File: src/rtl/lhr_pkg.sv
package lhr_pkg;

   typedef enum logic [2:0] {
      SEL_MEM  = 3'd0,
      SEL_X    = 3'd1,
      SEL_Y    = 3'd2,
      SEL_CTRL = 3'd3,
      SEL_MODE = 3'd4,
      SEL_COL  = 3'd5,
      SEL_NA6  = 3'd6,
      SEL_NA7  = 3'd7
   } sel_e;

   typedef struct packed {
      logic       inc_x;
      logic       narrow;
      logic       disp_on;
      logic       standby;
      logic [1:0] duty;
   } ctrl_t;

   // largest base weight times largest multiplier (1/8 divider)
   localparam int unsigned WORST_SETTLE_BASE = 192 * 8;

   function automatic int unsigned duty_weight(input logic [1:0] duty);
      case (duty)
         2'd0:    return 192;
         2'd1:    return 128;
         default: return 96;
      endcase
   endfunction

   function automatic int unsigned settle_cycles(input logic [1:0] duty,
                                                 input logic [2:0] fsel,
                                                 input int unsigned scale);
      int unsigned num;
      num = duty_weight(duty) * scale;
      case (fsel)
         3'd0:    return (num + 1) / 2;
         3'd1:    return num;
         3'd2:    return num * 2;
         3'd3:    return num * 3;
         3'd4:    return num * 4;
         3'd5:    return num * 6;
         default: return num * 8;
      endcase
   endfunction

endpackage

File: src/rtl/lhr_lock_timer.sv
module lhr_lock_timer #(
   parameter int CW = 11
) (
   input  logic          clk,
   input  logic          rst_n,
   input  logic          load,
   input  logic [CW-1:0] load_val,
   output logic          active
);

   logic [CW-1:0] cnt;

   always_ff @(posedge clk or negedge rst_n) begin
      if (!rst_n)
         cnt <= '0;
      else if (load)
         cnt <= load_val;
      else if (cnt != '0)
         cnt <= cnt - 1'b1;
   end

   assign active = (cnt != '0);

   assert_lock_countdown_R10: assert property (@(posedge clk) disable iff (!rst_n)
      (active && !load) |=> (cnt == $past(cnt) - 1'b1));

   assert_lock_loaded_R10: assert property (@(posedge clk) disable iff (!rst_n)
      load |=> (cnt == $past(load_val)));

endmodule

File: src/rtl/lhr_reg_file.sv
module lhr_reg_file
   import lhr_pkg::*;
#(
   parameter int XW             = 5,
   parameter int YW             = 7,
   parameter int COLW           = 5,
   parameter int XY_BUSY_CYCLES = 2
) (
   input  logic            clk,
   input  logic            rst_n,
   input  logic            ptr_we,
   input  logic            x_we,
   input  logic            y_we,
   input  logic            ctrl_we,
   input  logic            mode_we,
   input  logic            col_we,
   input  logic [7:0]      wdata,
   input  logic            step,
   output logic [2:0]      ptr_q,
   output logic [XW-1:0]   x_q,
   output logic [YW-1:0]   y_q,
   output ctrl_t           ctrl_q,
   output logic [2:0]      fsel_q,
   output logic [COLW-1:0] col_q,
   output logic            xy_busy
);

   always_ff @(posedge clk or negedge rst_n) begin
      if (!rst_n) begin
         ptr_q  <= '0;
         ctrl_q <= '0;
         fsel_q <= '0;
         col_q  <= '0;
      end else begin
         if (ptr_we)  ptr_q  <= wdata[2:0];
         if (ctrl_we) ctrl_q <= ctrl_t'({wdata[7:4], wdata[1:0]});
         if (mode_we) fsel_q <= wdata[2:0];
         if (col_we)  col_q  <= wdata[COLW-1:0];
      end
   end

   // host write wins over the auto-increment in the same cycle
   always_ff @(posedge clk or negedge rst_n) begin
      if (!rst_n) begin
         x_q <= '0;
         y_q <= '0;
      end else begin
         if (x_we)
            x_q <= wdata[XW-1:0];
         else if (step && ctrl_q.inc_x)
            x_q <= x_q + 1'b1;

         if (y_we)
            y_q <= wdata[YW-1:0];
         else if (step && !ctrl_q.inc_x)
            y_q <= y_q + 1'b1;
      end
   end

   generate
      if (XY_BUSY_CYCLES == 0) begin : g_no_xy_busy
         assign xy_busy = 1'b0;
      end else begin : g_xy_busy
         localparam int BW = $clog2(XY_BUSY_CYCLES + 1);
         logic [BW-1:0] xy_cnt;

         always_ff @(posedge clk or negedge rst_n) begin
            if (!rst_n)
               xy_cnt <= '0;
            else if (x_we || y_we)
               xy_cnt <= BW'(XY_BUSY_CYCLES);
            else if (xy_cnt != '0)
               xy_cnt <= xy_cnt - 1'b1;
         end

         assign xy_busy = (xy_cnt != '0);

         assert_xy_busy_len_R9: assert property (@(posedge clk) disable iff (!rst_n)
            (x_we || y_we) |=> (xy_cnt == BW'(XY_BUSY_CYCLES)));
      end
   endgenerate

   assert_y_held_on_xinc_R8: assert property (@(posedge clk) disable iff (!rst_n)
      (step && ctrl_q.inc_x && !y_we) |=> $stable(y_q));

endmodule

File: src/rtl/lhr_mem_port.sv
module lhr_mem_port #(
   parameter int XW = 5,
   parameter int YW = 7
) (
   input  logic          clk,
   input  logic          rst_n,
   input  logic          start,
   input  logic          start_we,
   input  logic          narrow,
   input  logic [XW-1:0] x_in,
   input  logic [YW-1:0] y_in,
   input  logic [7:0]    wdata_in,
   input  logic          mem_ack,
   input  logic [7:0]    mem_rdata,
   output logic          mem_req,
   output logic          mem_we,
   output logic [XW-1:0] mem_x,
   output logic [YW-1:0] mem_y,
   output logic [7:0]    mem_wdata,
   output logic [7:0]    rbuf,
   output logic          done
);

   logic narrow_q;
   logic [7:0] in_mask, cap_mask;

   assign in_mask  = narrow   ? 8'h3F : 8'hFF;
   assign cap_mask = narrow_q ? 8'h3F : 8'hFF;

   always_ff @(posedge clk or negedge rst_n) begin
      if (!rst_n) begin
         mem_req   <= 1'b0;
         mem_we    <= 1'b0;
         mem_x     <= '0;
         mem_y     <= '0;
         mem_wdata <= '0;
         narrow_q  <= 1'b0;
         rbuf      <= '0;
      end else if (start && !mem_req) begin
         mem_req   <= 1'b1;
         mem_we    <= start_we;
         mem_x     <= x_in;
         mem_y     <= y_in;
         mem_wdata <= wdata_in & in_mask;
         narrow_q  <= narrow;
      end else if (mem_req && mem_ack) begin
         mem_req <= 1'b0;
         if (!mem_we)
            rbuf <= mem_rdata & cap_mask;
      end
   end

   assign done = mem_req && mem_ack;

   assert_req_held_R6: assert property (@(posedge clk) disable iff (!rst_n)
      (mem_req && !mem_ack) |=> (mem_req && $stable(mem_x) && $stable(mem_y) && $stable(mem_we)));

   assert_rbuf_narrow_R7: assert property (@(posedge clk) disable iff (!rst_n)
      (done && !mem_we && narrow_q) |=> (rbuf[7:6] == 2'b00));

endmodule

File: src/rtl/lcd_host_regs.sv
module lcd_host_regs
   import lhr_pkg::*;
#(
   parameter int XW             = 5,
   parameter int YW             = 7,
   parameter int COLW           = 5,
   parameter int XY_BUSY_CYCLES = 2,
   parameter int LOCK_SCALE     = 1
) (
   input  logic          clk,
   input  logic          rst_n,
   input  logic          cs_n,
   input  logic          rs,
   input  logic          wr_en,
   input  logic          rd_en,
   input  logic [7:0]    wdata,
   output logic [7:0]    rdata,
   output logic          rdata_oe,
   output logic          busy,
   output logic          mem_req,
   output logic          mem_we,
   output logic [XW-1:0] mem_x,
   output logic [YW-1:0] mem_y,
   output logic [7:0]    mem_wdata,
   input  logic [7:0]    mem_rdata,
   input  logic          mem_ack
);

   localparam int unsigned LOCK_MAX = WORST_SETTLE_BASE * LOCK_SCALE;
   localparam int          LOCK_W   = $clog2(LOCK_MAX + 1);

   generate
      if (XW < 1 || XW > 8) begin : g_bad_xw
         $error("XW must lie in 1..8");
      end
      if (YW < 1 || YW > 8) begin : g_bad_yw
         $error("YW must lie in 1..8");
      end
      if (COLW < 1 || COLW > 8) begin : g_bad_colw
         $error("COLW must lie in 1..8");
      end
      if (LOCK_SCALE < 1) begin : g_bad_scale
         $error("LOCK_SCALE must be at least 1");
      end
   endgenerate

   logic            acc_wr, acc_rd, acc_any;
   sel_e            sel;
   logic            ptr_we, x_we, y_we, ctrl_we, mode_we, col_we;
   logic [2:0]      ptr_q, fsel_q;
   logic [XW-1:0]   x_q;
   logic [YW-1:0]   y_q;
   ctrl_t           ctrl_q;
   logic [COLW-1:0] col_q;
   logic            xy_busy, lock_busy, mem_busy, mem_done, mem_go;
   logic [7:0]      rbuf, rd_mux;
   logic            lock_load;
   logic [1:0]      next_duty;
   logic [2:0]      next_fsel;
   logic [LOCK_W-1:0] lock_val;

   assign acc_wr  = !cs_n && wr_en;
   assign acc_rd  = !cs_n && rd_en;
   assign acc_any = acc_wr || acc_rd;
   assign sel     = sel_e'(ptr_q);

   assign ptr_we  = acc_wr && !rs;
   assign x_we    = acc_wr && rs && (sel == SEL_X);
   assign y_we    = acc_wr && rs && (sel == SEL_Y);
   assign ctrl_we = acc_wr && rs && (sel == SEL_CTRL);
   assign mode_we = acc_wr && rs && (sel == SEL_MODE);
   assign col_we  = acc_wr && rs && (sel == SEL_COL);

   assign mem_busy = mem_req;
   assign busy     = mem_busy || xy_busy || lock_busy;
   assign mem_go   = acc_any && rs && (sel == SEL_MEM) && !busy;

   // lockout reloads only on a real change of duty or divider
   assign next_duty = ctrl_we ? wdata[1:0] : ctrl_q.duty;
   assign next_fsel = mode_we ? wdata[2:0] : fsel_q;
   assign lock_load = (ctrl_we && (wdata[1:0] != ctrl_q.duty)) ||
                      (mode_we && (wdata[2:0] != fsel_q));
   assign lock_val  = LOCK_W'(settle_cycles(next_duty, next_fsel, LOCK_SCALE));

   lhr_reg_file #(
      .XW             (XW),
      .YW             (YW),
      .COLW           (COLW),
      .XY_BUSY_CYCLES (XY_BUSY_CYCLES)
   ) u_regs (
      .clk     (clk),
      .rst_n   (rst_n),
      .ptr_we  (ptr_we),
      .x_we    (x_we),
      .y_we    (y_we),
      .ctrl_we (ctrl_we),
      .mode_we (mode_we),
      .col_we  (col_we),
      .wdata   (wdata),
      .step    (mem_done),
      .ptr_q   (ptr_q),
      .x_q     (x_q),
      .y_q     (y_q),
      .ctrl_q  (ctrl_q),
      .fsel_q  (fsel_q),
      .col_q   (col_q),
      .xy_busy (xy_busy)
   );

   lhr_lock_timer #(
      .CW (LOCK_W)
   ) u_lock (
      .clk      (clk),
      .rst_n    (rst_n),
      .load     (lock_load),
      .load_val (lock_val),
      .active   (lock_busy)
   );

   lhr_mem_port #(
      .XW (XW),
      .YW (YW)
   ) u_mem (
      .clk       (clk),
      .rst_n     (rst_n),
      .start     (mem_go),
      .start_we  (wr_en),
      .narrow    (ctrl_q.narrow),
      .x_in      (x_q),
      .y_in      (y_q),
      .wdata_in  (wdata),
      .mem_ack   (mem_ack),
      .mem_rdata (mem_rdata),
      .mem_req   (mem_req),
      .mem_we    (mem_we),
      .mem_x     (mem_x),
      .mem_y     (mem_y),
      .mem_wdata (mem_wdata),
      .rbuf      (rbuf),
      .done      (mem_done)
   );

   always_comb begin
      rd_mux = '0;
      if (!rs) begin
         rd_mux = {busy, ctrl_q.standby, ctrl_q.disp_on, 2'b00, ptr_q};
      end else begin
         case (sel)
            SEL_MEM:  rd_mux = rbuf;
            SEL_X:    rd_mux = 8'(x_q);
            SEL_Y:    rd_mux = 8'(y_q);
            SEL_CTRL: rd_mux = {ctrl_q.inc_x, ctrl_q.narrow, ctrl_q.disp_on,
                                ctrl_q.standby, 2'b00, ctrl_q.duty};
            SEL_MODE: rd_mux = {5'b00000, fsel_q};
            SEL_COL:  rd_mux = 8'(col_q);
            default:  rd_mux = '0;
         endcase
      end
   end

   assign rdata_oe = acc_rd;
   assign rdata    = rdata_oe ? rd_mux : 8'h00;

   assert_deselect_quiet_R1: assert property (@(posedge clk) disable iff (!rst_n)
      cs_n |-> (!rdata_oe && (rdata == 8'h00)));

   assert_deselect_no_ptr_R1: assert property (@(posedge clk) disable iff (!rst_n)
      cs_n |=> $stable(ptr_q));

   assert_status_busy_R3: assert property (@(posedge clk) disable iff (!rst_n)
      (rdata_oe && !rs) |-> (rdata[7] == busy && rdata[4:3] == 2'b00));

   assert_invalid_no_effect_R5: assert property (@(posedge clk) disable iff (!rst_n)
      (acc_wr && rs && ptr_q[2:1] == 2'b11 && !mem_req) |=>
         ($stable(x_q) && $stable(y_q) && $stable(ctrl_q) && $stable(fsel_q) && $stable(col_q)));

   assert_narrow_write_R7: assert property (@(posedge clk) disable iff (!rst_n)
      ($rose(mem_req) && mem_we && $past(ctrl_q.narrow)) |-> (mem_wdata[7:6] == 2'b00));

   assert_x_step_R8: assert property (@(posedge clk) disable iff (!rst_n)
      (mem_done && ctrl_q.inc_x && !x_we) |=> (x_q == XW'($past(x_q) + 1'b1)));

   assert_no_start_when_busy_R11: assert property (@(posedge clk) disable iff (!rst_n)
      $rose(mem_req) |-> $past(!busy));

endmodule

File: config.mk
export PLATFORM = sky130hd
export DESIGN_NAME = lcd_host_regs
export DESIGN_NICKNAME = d
export VERILOG_FILES = /design/src/rtl/lhr_pkg.sv /design/src/rtl/lhr_lock_timer.sv /design/src/rtl/lhr_reg_file.sv /design/src/rtl/lhr_mem_port.sv /design/src/rtl/lcd_host_regs.sv
export SDC_FILE = /design/constraint.sdc
export NUM_CORES = 1
export LEC_CHECK = 0
export BUFFER_PORTS_ARGS = -buffer_cell sky130_fd_sc_hd__buf_4
export CORE_UTILIZATION = 45
export CTS_BUF_LIST = sky130_fd_sc_hd__clkbuf_16
export DETAILED_ROUTE_END_ITERATION = 10
export GPL_TIMING_DRIVEN = 0
export HOLD_SLACK_MARGIN = 0.15
export PLACE_DENSITY = 0.67
export SLEW_MARGIN = 20
export SYNTH_ARGS = -nofsm -noshare
export SYNTH_HDL_FRONTEND = slang
export SYNTH_SLANG_ARGS = --single-unit
File: constraint.sdc
create_clock -name clk -period 2.35 [get_ports clk]
set_input_delay 0.47 -clock clk [delete_from_list [all_inputs] [get_ports clk]]
set_output_delay 0.47 -clock clk [all_outputs]
set_load 0.01 [all_outputs]
== After elaboration in Yosys (flattened, before gate mapping) ==
Cells that the tools add are included.
W data, S select, Z words.

* Register bits: 73

* Add/sub/neg operators: 5
* Multiply operators: 2
* Equal/unequal tests: 13
* Multiplexer cells: 19
* Bitwise logic cells: 4
* Reduce and logical (&&, ||, !) cells: 39

{| class="wikitable"
|+ Operators by type and width
! cell !! count
|-
| $pmux W11 S6 || 1
|-
| $pmux W8 S6 || 1
|-
| $mux W8 || 4
|-
| $mux W11 || 2
|-
| $mul A8 B2 Y10 const B || 2
|-
| $logic_and A1 B1 Y1 || 18
|-
| $and A8 B8 Y8 || 2
|-
| $pmux W8 S2 || 1
|-
| $mux W7 || 2
|-
| $eq A3 B2 Y1 const B || 4
|-
| $eq A3 B3 Y1 const B || 4
|-
| $reduce_bool A2 Y1 || 6
|-
| $reduce_bool A11 Y1 || 1
|-
| $sub A11 B1 Y11 const B || 1
|-
| $mux W5 || 2
|-
| $add A8 B1 Y9 const B || 1
|-
| $add A7 B1 Y7 const B || 1
|-
| $eq A3 B1 Y1 const B || 2
|-
| $logic_not A3 Y1 || 2
|-
| $mux W2 || 3
|-
| $add A5 B1 Y5 const B || 1
|-
| $logic_not A1 Y1 || 5
|-
| $logic_or A1 B1 Y1 || 5
|-
| $mux W3 || 1
|-
| 8 further kinds || 10
|}

== Logic depth before layout (Yosys ltp) ==
Gate-level depths: netlist of the first run.

* Depth in word-level cells: 10
* Mapped depth: 9
* Mapped depth without buffers: 7

== By module ==
A second synthesis of the first run with hierarchy kept.

* Cells, all modules: 392
* Area, all modules: 4237.8 µm²

{| class="wikitable"
|+ Modules (own cells, without submodules)
! module !! times used !! cells an instance !! area each (µm²) !! seq. area each (µm²)
|-
| lhr_reg_file || 1 || 122 || 1391.3 || 775.7
|-
| lhr_mem_port || 1 || 73 || 1298.7 || 775.7
|-
| lcd_host_regs || 1 || 138 || 919.6 || 0.0
|-
| lhr_lock_timer || 1 || 59 || 628.1 || 275.3
|}

== Least setup slack after synthesis of the first run ==
Ideal clock, no wire load.

* Path kind: flip-flop to flip-flop
* Start: register u_lock.cnt[2]
* End: register u_mem.mem_wdata[0]
* Arrival: 2.286 ns
* Data required time: 2.225 ns
* Slack: -0.061 ns
* Cell stages (with the launch flop): 8
* Buffers on the path: 1
* Cell sequence: dfrtp_1 or4_4 nor4b_4 nand2_4 nor3b_4 nand4_4 buf_6 mux2_4

* Word-level cells in the longest chain between the ends: 5

{| class="wikitable"
|+ Ends and longest elaborated chain
! item !! line !! text
|-
| start: declaration || lhr_lock_timer.sv:11 || <nowiki>logic [CW-1:0] cnt;</nowiki>
|-
| start signal: assignment || lhr_lock_timer.sv:17 || <nowiki>cnt <= load_val;</nowiki>
|-
| start signal: assignment || lhr_lock_timer.sv:19 || <nowiki>cnt <= cnt - 1'b1;</nowiki>
|-
| $reduce_bool A11 Y1 || lhr_lock_timer.sv:22 || <nowiki>assign active = (cnt != '0);</nowiki>
|-
| $logic_or A1 B1 Y1 || lcd_host_regs.sv:75 || <nowiki>assign busy = mem_busy || xy_busy || lock_busy;</nowiki>
|-
| $logic_not A1 Y1 || lcd_host_regs.sv:76 || <nowiki>assign mem_go = acc_any && rs && (sel == SEL_MEM) && !busy;</nowiki>
|-
| $logic_and A1 B1 Y1 || lcd_host_regs.sv:76 ||
|-
| $logic_and A1 B1 Y1 || lhr_mem_port.sv:39 || <nowiki>end else if (start && !mem_req) begin</nowiki>
|-
| end signal: assignment || lhr_mem_port.sv:44 || <nowiki>mem_wdata <= wdata_in & in_mask;</nowiki>
|-
| end: declaration || lhr_mem_port.sv:19 || <nowiki>output logic [7:0] mem_wdata,</nowiki>
|}

Every way passes these cells.
A chain may end at the register's enable or synchronous reset.

== Final worst setup path of the first run ==
* Start: register u_lock.cnt[5]
* End: output rdata[7]

* Word-level cells in the longest chain between the ends: 4

{| class="wikitable"
|+ Ends and longest elaborated chain
! item !! line !! text
|-
| $reduce_bool A11 Y1 || lhr_lock_timer.sv:22 ||
|-
| $logic_or A1 B1 Y1 || lcd_host_regs.sv:75 ||
|-
| $mux W8 || lcd_host_regs.sv:145 || <nowiki>if (!rs) begin</nowiki>
|-
| $mux W8 || lcd_host_regs.sv:162 || <nowiki>assign rdata = rdata_oe ? rd_mux : 8'h00;</nowiki>
|-
| end: declaration || lcd_host_regs.sv:17 || <nowiki>output logic [7:0] rdata,</nowiki>
|}

Every way passes these cells.

==> results of run 1 <==
==> flip-flops by register name, indices dropped and copies added (netlist names) <==
signal                   flops
u_mem.mem_wdata              8
u_regs.y_q                   7
u_regs.ctrl_q                6
u_mem.narrow_q               1
u_mem.mem_req                1
u_regs.x_q                   5
u_mem.mem_x                  5
u_regs.col_q                 5
u_regs.g_xy_busy.xy_cnt      2
u_mem.mem_we                 1
u_regs.fsel_q                3
u_mem.rbuf                   8
u_lock.cnt                  11
u_regs.ptr_q                 3
u_mem.mem_y                  7
==> placed cells by master, fill, tap and decap left out, types with 3 or more instances in the layout <==
cell type | Yosys | layout
a21oi_1 | 22 | 21
xor2_1 | 18 | 18
nor3_1 | 5 | 5
xnor2_1 | 8 | 8
nand3_1 | 10 | 10
nand4_1 | 5 | 5
mux2_2 | 21 | 21
nand2_1 | 19 | 18
clkbuf_1 | 13 | 10
mux2_4 | 19 | 19
nand3b_1 | 3 | 3
nor2b_1 | 6 | 6
dfrtp_1 | 73 | 71
or3_1 | 3 | 3
nor4_1 | 3 | 3
o221ai_1 | 3 | 3
nand2b_1 | 7 | 7
mux2i_4 | 0 | 3
ha_1 | 5 | 5
a31oi_1 | 7 | 7
mux2i_1 | 16 | 13
and3_1 | 4 | 4
clkbuf_16 | 0 | 9
nor2_1 | 35 | 34
o21ai_0 | 16 | 14
buf_6 | 2 | 10
inv_2 | 1 | 4
inv_1 | 18 | 16
buf_4 | 0 | 68
==> Yosys cell counts, drive strengths merged, types with 3 or more instances <==
| library cell | number | area (um^2) |
|---|---|---|
| nor2 | 35 | 131 |
| inv | 19 | 71.3 |
| o21ai | 17 | 85.1 |
| nand3 | 10 | 50.1 |
| ha | 5 | 62.6 |
| o221ai | 3 | 26.3 |
| and3 | 4 | 25.0 |
| buf | 8 | 50.1 |
| nor4 | 3 | 18.8 |
| nand3b | 3 | 22.5 |
| nand4 | 6 | 52.6 |
| nor3 | 5 | 25.0 |
| mux2 | 40 | 522 |
| a21oi | 22 | 110 |
| nor2b | 6 | 37.5 |
| o41ai | 3 | 26.3 |
| mux2i | 17 | 174 |
| xnor2 | 8 | 70.1 |
| or3 | 3 | 18.8 |
| nand2 | 20 | 82.6 |
| xor2 | 18 | 158 |
| nand2b | 7 | 43.8 |
| a31oi | 7 | 43.8 |
| clkbuf | 13 | 48.8 |
| dfrtp | 73 | 1830 |
==> power breakdown <==
| part | internal [uW] | leakage [uW] | total (uW) | switching, uW |
|---|---|---|---|---|
| Sequential | 1590 | 0.000930 | 1980 | 397 |
| Clock | 714 | 0.000135 | 1250 | 540 |
| Combinational | 793 | 0.00144 | 1590 | 797 |
==> critical path: cells and delay by family, from the launching register on <==
kind                   cells  cell delay, ns
and+or+nand+nor            5            1.26
AOI/OAI and AO/OA          1            0.15
DFF                        1            0.37
buffers and inverters      1            0.14
==> metal layers <==
metal  GRT usage (%)  share of wire, %
met1            30.7                45
met2            35.7                48
met3            2.95               4.8
met4            7.58               2.0
met5               0                 0
==> cells by family (layout without fill, tap and decap cells) <==
group	Yosys count	in the layout	synth area share, %
buffers and inverters	40	132	4.14
AND/OR/NAND/NOR	114	114	15.4
XOR/XNOR	26	26	5.55
flip-flops	73	73	44.5
adder cells (fa/ha/maj)	5	5	1.52
AO/OA/AOI/OAI	70	70	10.8
multiplexers	59	59	18.0
==> worst max path at each step <==
stage                              start                        endpoint  slack, ns
2_1_floorplan  u_lock.cnt[2]$_DFFE_PN0P_  u_mem.mem_wdata[0]$_DFFE_PN0P_      -0.06
3_5_place_dp                        cs_n       u_lock.cnt[8]$_DFFE_PN0P_      -0.51
6_report       u_lock.cnt[5]$_DFFE_PN0P_                        rdata[7]      -0.37
4_1_cts        u_lock.cnt[5]$_DFFE_PN0P_                        rdata[7]      -0.43
3_3_place_gp                        cs_n       u_lock.cnt[8]$_DFFE_PN0P_      -0.50
5_1_grt        u_lock.cnt[2]$_DFFE_PN0P_                        rdata[7]      -0.45
==> repair_timing <==
item                       in CTS  in global routing
setup buffers                  15                  8
resized for setup              32                 15
cloned                          2                  0
setup endpoints to repair      43                 30
pin swaps                       5                  5
==> metrics by stage <==
step | total power [uW] | hold WS (ns) | instance area (um^2)
floorplan | 2970 | 0.174 | 4110
global placement | 3350 | 0.470 | 4630
detailed placement | 3390 | 0.475 | 4630
CTS | 4740 | 0.303 | 5170
global route | 5120 | 0.302 | 5280
finish | 4830 | 0.240 | 5280
==> final cells by class <==
class	instances	area share, %
Multi-Input combinational cell	274	41.4
Sequential cell	73	34.7
Timing Repair Buffer	77	12.2
Clock buffer	9	4.27
Buffer	20	2.68
Tap cell	108	2.56
Inverter	19	1.35
Clock inverter	7	0.877
==> impl_metrics.csv, run 1 <==
group,metric,value,unit
layout,diodes,0,
run_status,violations,"negative setup slack",
layout,drive_gt1_share,35.1,%
layout,final_cells,587,
sta,max_freq,0.368,GHz
grt,grt_pass1_wl,16700,um
worst_setup_path,r2r_end,"u_mem.mem_y[1]$_DFFE_PN0P_",
worst_setup_path,worst_setup_path_end_kind,"primary output",
synthesis,synth-edff-count,0,
layout,multi_input_area,2180,um^2
routing,antenna_left,0,
routing,drt_iter0_drc,239,
cts,cts-root-buf,"clkbuf_16",
die,coreArea,8760,um^2
synthesis,syn_nets,415,
synthesis,synth-main-ff-cell,"dfrtp_1",
layout,nets,502,
routing,drc_errors,0,
placed_design,portBuffers,52,
power,powerDensity,915,nW/um^2
layout,n_fill_cell,714,
die,std_cell_rows,34,
job,maxCapViolCount,0,
hold_path,hold_path.class,"input port to async pin",
die,die_x,97.5,um
worst_setup_path,slowest_stage,"or4_4",
cts,path_clk_slew,0.07,ns
power,irDropWorstVdd,0.381,mV
worst_setup_path,cp_cell_sequence,"or4_4 -> nor4b_4 -> nand2_4 -> nor3b_4 -> o22a_1 -> nor2_1 -> buf_4",
grt,grt_max_degree,74,
sta,layout_setup_ws,-0.368,ns
grt,antenna_found_initial,0,
grt,track_usage,22.1,%
cts,clk_latency,0.33,ns
die,initial_core_util,46.9,%
synthesis,syn_area,4110,um^2
worst_setup_path,cp.arrival,2.25,ns
synthesis,synthCells,387,
synthesis,post_synth.cell_area_avg,10.6,um^2
synthesis,yosysWarnings,0,
die,io_pins,55,
cts,cts_buffers,9,
sta,period_minus_slack,2.72,ns
routing,wl,10400,um
cts,cts_buffer_depth,2,
die,die_h,97.5,um
sta,rsz0062_at_grt,"yes",
synthesis,ys_ff_latch,73,
sta,hold_viol,0,
cts,cts_tree,"done",
routing,vias,3283,
sta,setup-tns-final,-7.28,ns
sta,fin_crit_sh,116,%
routing,dr.pass1.iters,7,
run_status,status,"finished with violations",
worst_setup_path,reg2reg_slack,-0.32,ns
routing,post_drt_via_cell_ratio,5.59,
layout,seq_area,1830,um^2
worst_setup_path,critPathMaxStageDelay,0.56,ns
worst_setup_path,critical_path_required,1.88,ns
sta,slew_headroom,37.8,%
sta,maxSlewViolCount,0,
layout,syn2layout_area_growth,28.5,%
worst_setup_path,r2r_start,"u_lock.cnt[5]$_DFFE_PN0P_",
synthesis,async_reset_ff_share,100,%
placed_design,dp.cells,547,
die,die-area,9510,um^2
placed_design,place_congestion,0.900,
placed_design,pre_cts_ws,-0.505,ns
sta,finClkSkew,0.0127,ns
cts,cts_sinks,73,
synthesis,synth_cell_type_count,58,
grt,grt_pass1_vias,3279,
routing,wire_per_inst,17.7,um
grt,overflow,0,
synthesis,synth-seq-area-share,44.5,%
cts,htree_levels,3,
worst_setup_path,start_kind,"register",
cts,hold_buffers,0,
power,p_leak,0.00251,uW
sta,worst_pin_slew,0.933,ns
layout,utilization,60.2,%
placed_design,dp_hpwl,6890,um
worst_setup_path,crit_path_max_fanout,2,
sta,finalSetupViolations,25,
worst_setup_path,reg2regPathDepth,10,
worst_setup_path,crit_type,"register to primary output",
(Power assumes the default switching activity.)
==> run 2: changes to the inputs <==
ABC_AREA = 1   (was unset)
BUFFER_PORTS_ARGS = unset   (was -buffer_cell sky130_fd_sc_hd__buf_4)
DONT_BUFFER_PORTS = 1   (was unset)
PLACE_DENSITY = 0.71   (was 0.67)
==> impl_metrics.csv, run 2 <==
group,metric,value,unit
run_status,status,"completed",
hold_path,hold_path.class,"input port to register",
layout,multi_input_area,1850,um^2
sta,hold_viol,0,
grt,overflow,0,
die,die_h,95.7,um
sta,slew_headroom,60.3,%
worst_setup_path,critical_path_required,1.88,ns
synthesis,syn_area,3950,um^2
sta,max_freq,0.440,GHz
sta,period_minus_slack,2.27,ns
routing,vias,3481,
die,std_cell_rows,33,
worst_setup_path,cp.arrival,1.80,ns
layout,final_common_cell,"nand2_1",
cts,cts_buffers,9,
routing,post_drt_via_cell_ratio,5.64,
worst_setup_path,cp-startpoint,"u_lock.cnt[0]$_DFFE_PN0P_",
synthesis,yosysTopAreaCell,"dfrtp_1",
die,die_x,95.7,um
routing,antenna_left,0,
worst_setup_path,r2r_start,"u_lock.cnt[0]$_DFFE_PN0P_",
layout,final_cells,617,
layout,n_fill_cell,767,
die,io_pins,55,
layout,reg_top3,"u_lock.cnt x11, u_mem.mem_wdata x8, u_mem.rbuf x8",
die,coreArea,8340,um^2
power,p_leak,0.00216,uW
die,die-area,9160,um^2
grt,track_usage,24.7,%
grt,grt_pass1_vias,3399,
layout,nets,535,
routing,drc_errors,0,
sta,finClkSkew,0.00845,ns
routing,wl,10200,um
power,power,4630,uW
synthesis,synth_top_area_share,46.2,%
worst_setup_path,start_kind,"register",
sta,rsz0062_at_grt,"yes",
worst_setup_path,crit_path_max_fanout,6,
sta,maxSlewViolCount,0,
placed_design,dp_hpwl,7320,um
synthesis,synth_cell_type_count,39,
layout,drive_gt1_share,13.3,%
hold_path,hp-start,"mem_ack",
synthesis,synthTopCellsByCount,"nand2_1 (118), dfrtp_1 (73), inv_1 (68), o21ai_0 (38), nor2_1 (32)",
sta,layout_setup_ws,0.0791,ns
layout,utilization,53.8,%
worst_setup_path,worst_setup_path_end_kind,"primary output",
cts,cts_sinks,73,
synthesis,synth-seq-area-share,46.2,%
power,irDropWorstVdd,0.503,mV
routing,drt_iter0_drc,337,
placed_design,portBuffers,0,
placed_design,place_congestion,0.871,
synthesis,ys_ff_latch,73,
routing,wire_per_inst,16.5,um
synthesis,synth-edff-count,0,
synthesis,yosysWarnings,0,
cts,cts-root-buf,"clkbuf_16",
grt,grt_max_degree,74,
cts,path_clk_slew,0.07,ns
layout,regMostFlops,"u_lock.cnt",
layout,seq_area,1830,um^2
layout,syn2layout_area_growth,13.7,%
power,powerDensity,1030,nW/um^2
placed_design,pre_cts_ws,0.158,ns
sta,fin_crit_sh,96.6,%
synthesis,async_reset_ff_share,100,%
cts,clk_latency,0.34,ns
placed_design,dp.cells,598,
cts,cts_buffer_depth,2,
sta,fin_hold_ws,0.223,ns
routing,dr.pass1.iters,4,
cts,cts_tree,"done",
synthesis,yosysMostFrequentCell,"nand2_1",
synthesis,synth-main-ff-cell,"dfrtp_1",
layout,largest_reg_flops,11,
grt,grt_pass1_wl,17000,um
layout,mostFrequentLayoutCells,"nand2_1 (117), dfrtp_1 (70), inv_1 (67)",
layout,diodes,0,
die,initial_core_util,47.4,%
synthesis,post_synth.cell_area_avg,8.01,um^2
grt,antenna_found_initial,0,
synthesis,syn_nets,521,
cts,htree_levels,3,
sta,worst_pin_slew,0.593,ns
sta,finalSetupViolations,0,
job,maxCapViolCount,0,
worst_setup_path,crit_type,"register to primary output",
synthesis,synthCells,493,
synthesis,netlist_top_cells_area,"dfrtp_1 (46%), nand2_1 (11%), inv_1 (6.5%)",
[run 2: cell types whose count changed in the layout (fill, tap and decap cells not counted), moves of 9 or more]
cell	previous run	this run
buf_6	10	1
clkbuf_1	10	1
mux2i_1	13	0
mux2_2	21	1
o21ai_0	14	38
o22ai_1	0	16
nand2_2	1	12
inv_1	16	67
buf_4	68	2
nand2_1	18	117
nand3_1	10	23
mux2_4	19	0
[run 2: metal layers]
metal / vias to the layer above / GRT usage, % / routed length, um
met2: 127 / 40.5 / 4920
li1: 1664 / - / -
met4: 0 / 7.71 / 192
met3: 22 / 5.61 / 727
met1: 1668 / 32.5 / 4370
met5: - / 0 / 0
[run 2: worst paths after layout]
path | slack [ns] | cells past startpoint | end
hold reg to reg | 0.49 | 2 | u_mem.rbuf[7]$_DFFE_PN0P_
hold / removal | 0.22 | 1 | u_mem.mem_req$_DFFE_PN0P_
setup reg to reg | 0.22 | 9 | u_mem.mem_y[4]$_DFFE_PN0P_
max in group asynchronous | 1.34 | 2 | u_regs.ptr_q[1]$_DFFE_PN0P_
min in group asynchronous | 0.68 | 2 | u_mem.mem_wdata[2]$_DFFE_PN0P_
setup / recovery | 0.08 | 7 | rdata[7]
[run 2: cell type report]
cell class / count / area share, %
buffer: 7 / 0.947
clock buffer: 9 / 5.02
clock inverter: 7 / 1.92
inverter: 74 / 6.19
multi-input combinational: 339 / 41.2
sequential: 73 / 40.8
tap: 105 / 2.93
timing repair buffer: 3 / 1.00
[run 2: stage by stage]
stage	setup TNS, ns	area (um^2)
final	0	4490
after detailed placement	0	4080
after floorplan	0	3950
after global placement	0	4080
after global routing	-0.00277	4490
after CTS	0	4450
[run 2: cells by family (layout without fill, tap and decap cells)]
logic type / Yosys count / count (layout) / share of synthesized area, %
buf+inv: 81 / 100 / 8.11
xor+xnor: 13 / 13 / 2.88
fa+ha+maj: 5 / 5 / 1.58
compound gates: 107 / 107 / 16.2
mux: 1 / 1 / 0.285
flops: 73 / 73 / 46.2
simple gates: 213 / 213 / 24.6
[run 2: where the power goes]
| part | switching, uW | leakage, uW | internal (uW) |
|---|---|---|---|
| combinational | 872 | 0.00109 | 488 |
| clock | 587 | 0.000150 | 846 |
| sequential | 266 | 0.000919 | 1570 |
[run 2: worst max-delay path: stages (launching register included)]
cell	delay (ns)
dfrtp_1	0.37
inv_2	0.10
ha_1	0.16
nand4_1	0.16
nor3_4	0.37
nand2_2	0.14
nand2_1	0.10
a21oi_2	0.08
[run 2: timing repair]
| item | CTS | global route |
|---|---|---|
| buffers inserted | 0 | 1 |
| endpoints found under the setup margin | 6 | 5 |
| pin swaps | 0 | 1 |
| gates resized for setup | 4 | 10 |
| hold buffers | 2 | 0 |
| hold endpoints to repair | 73 | 0 |
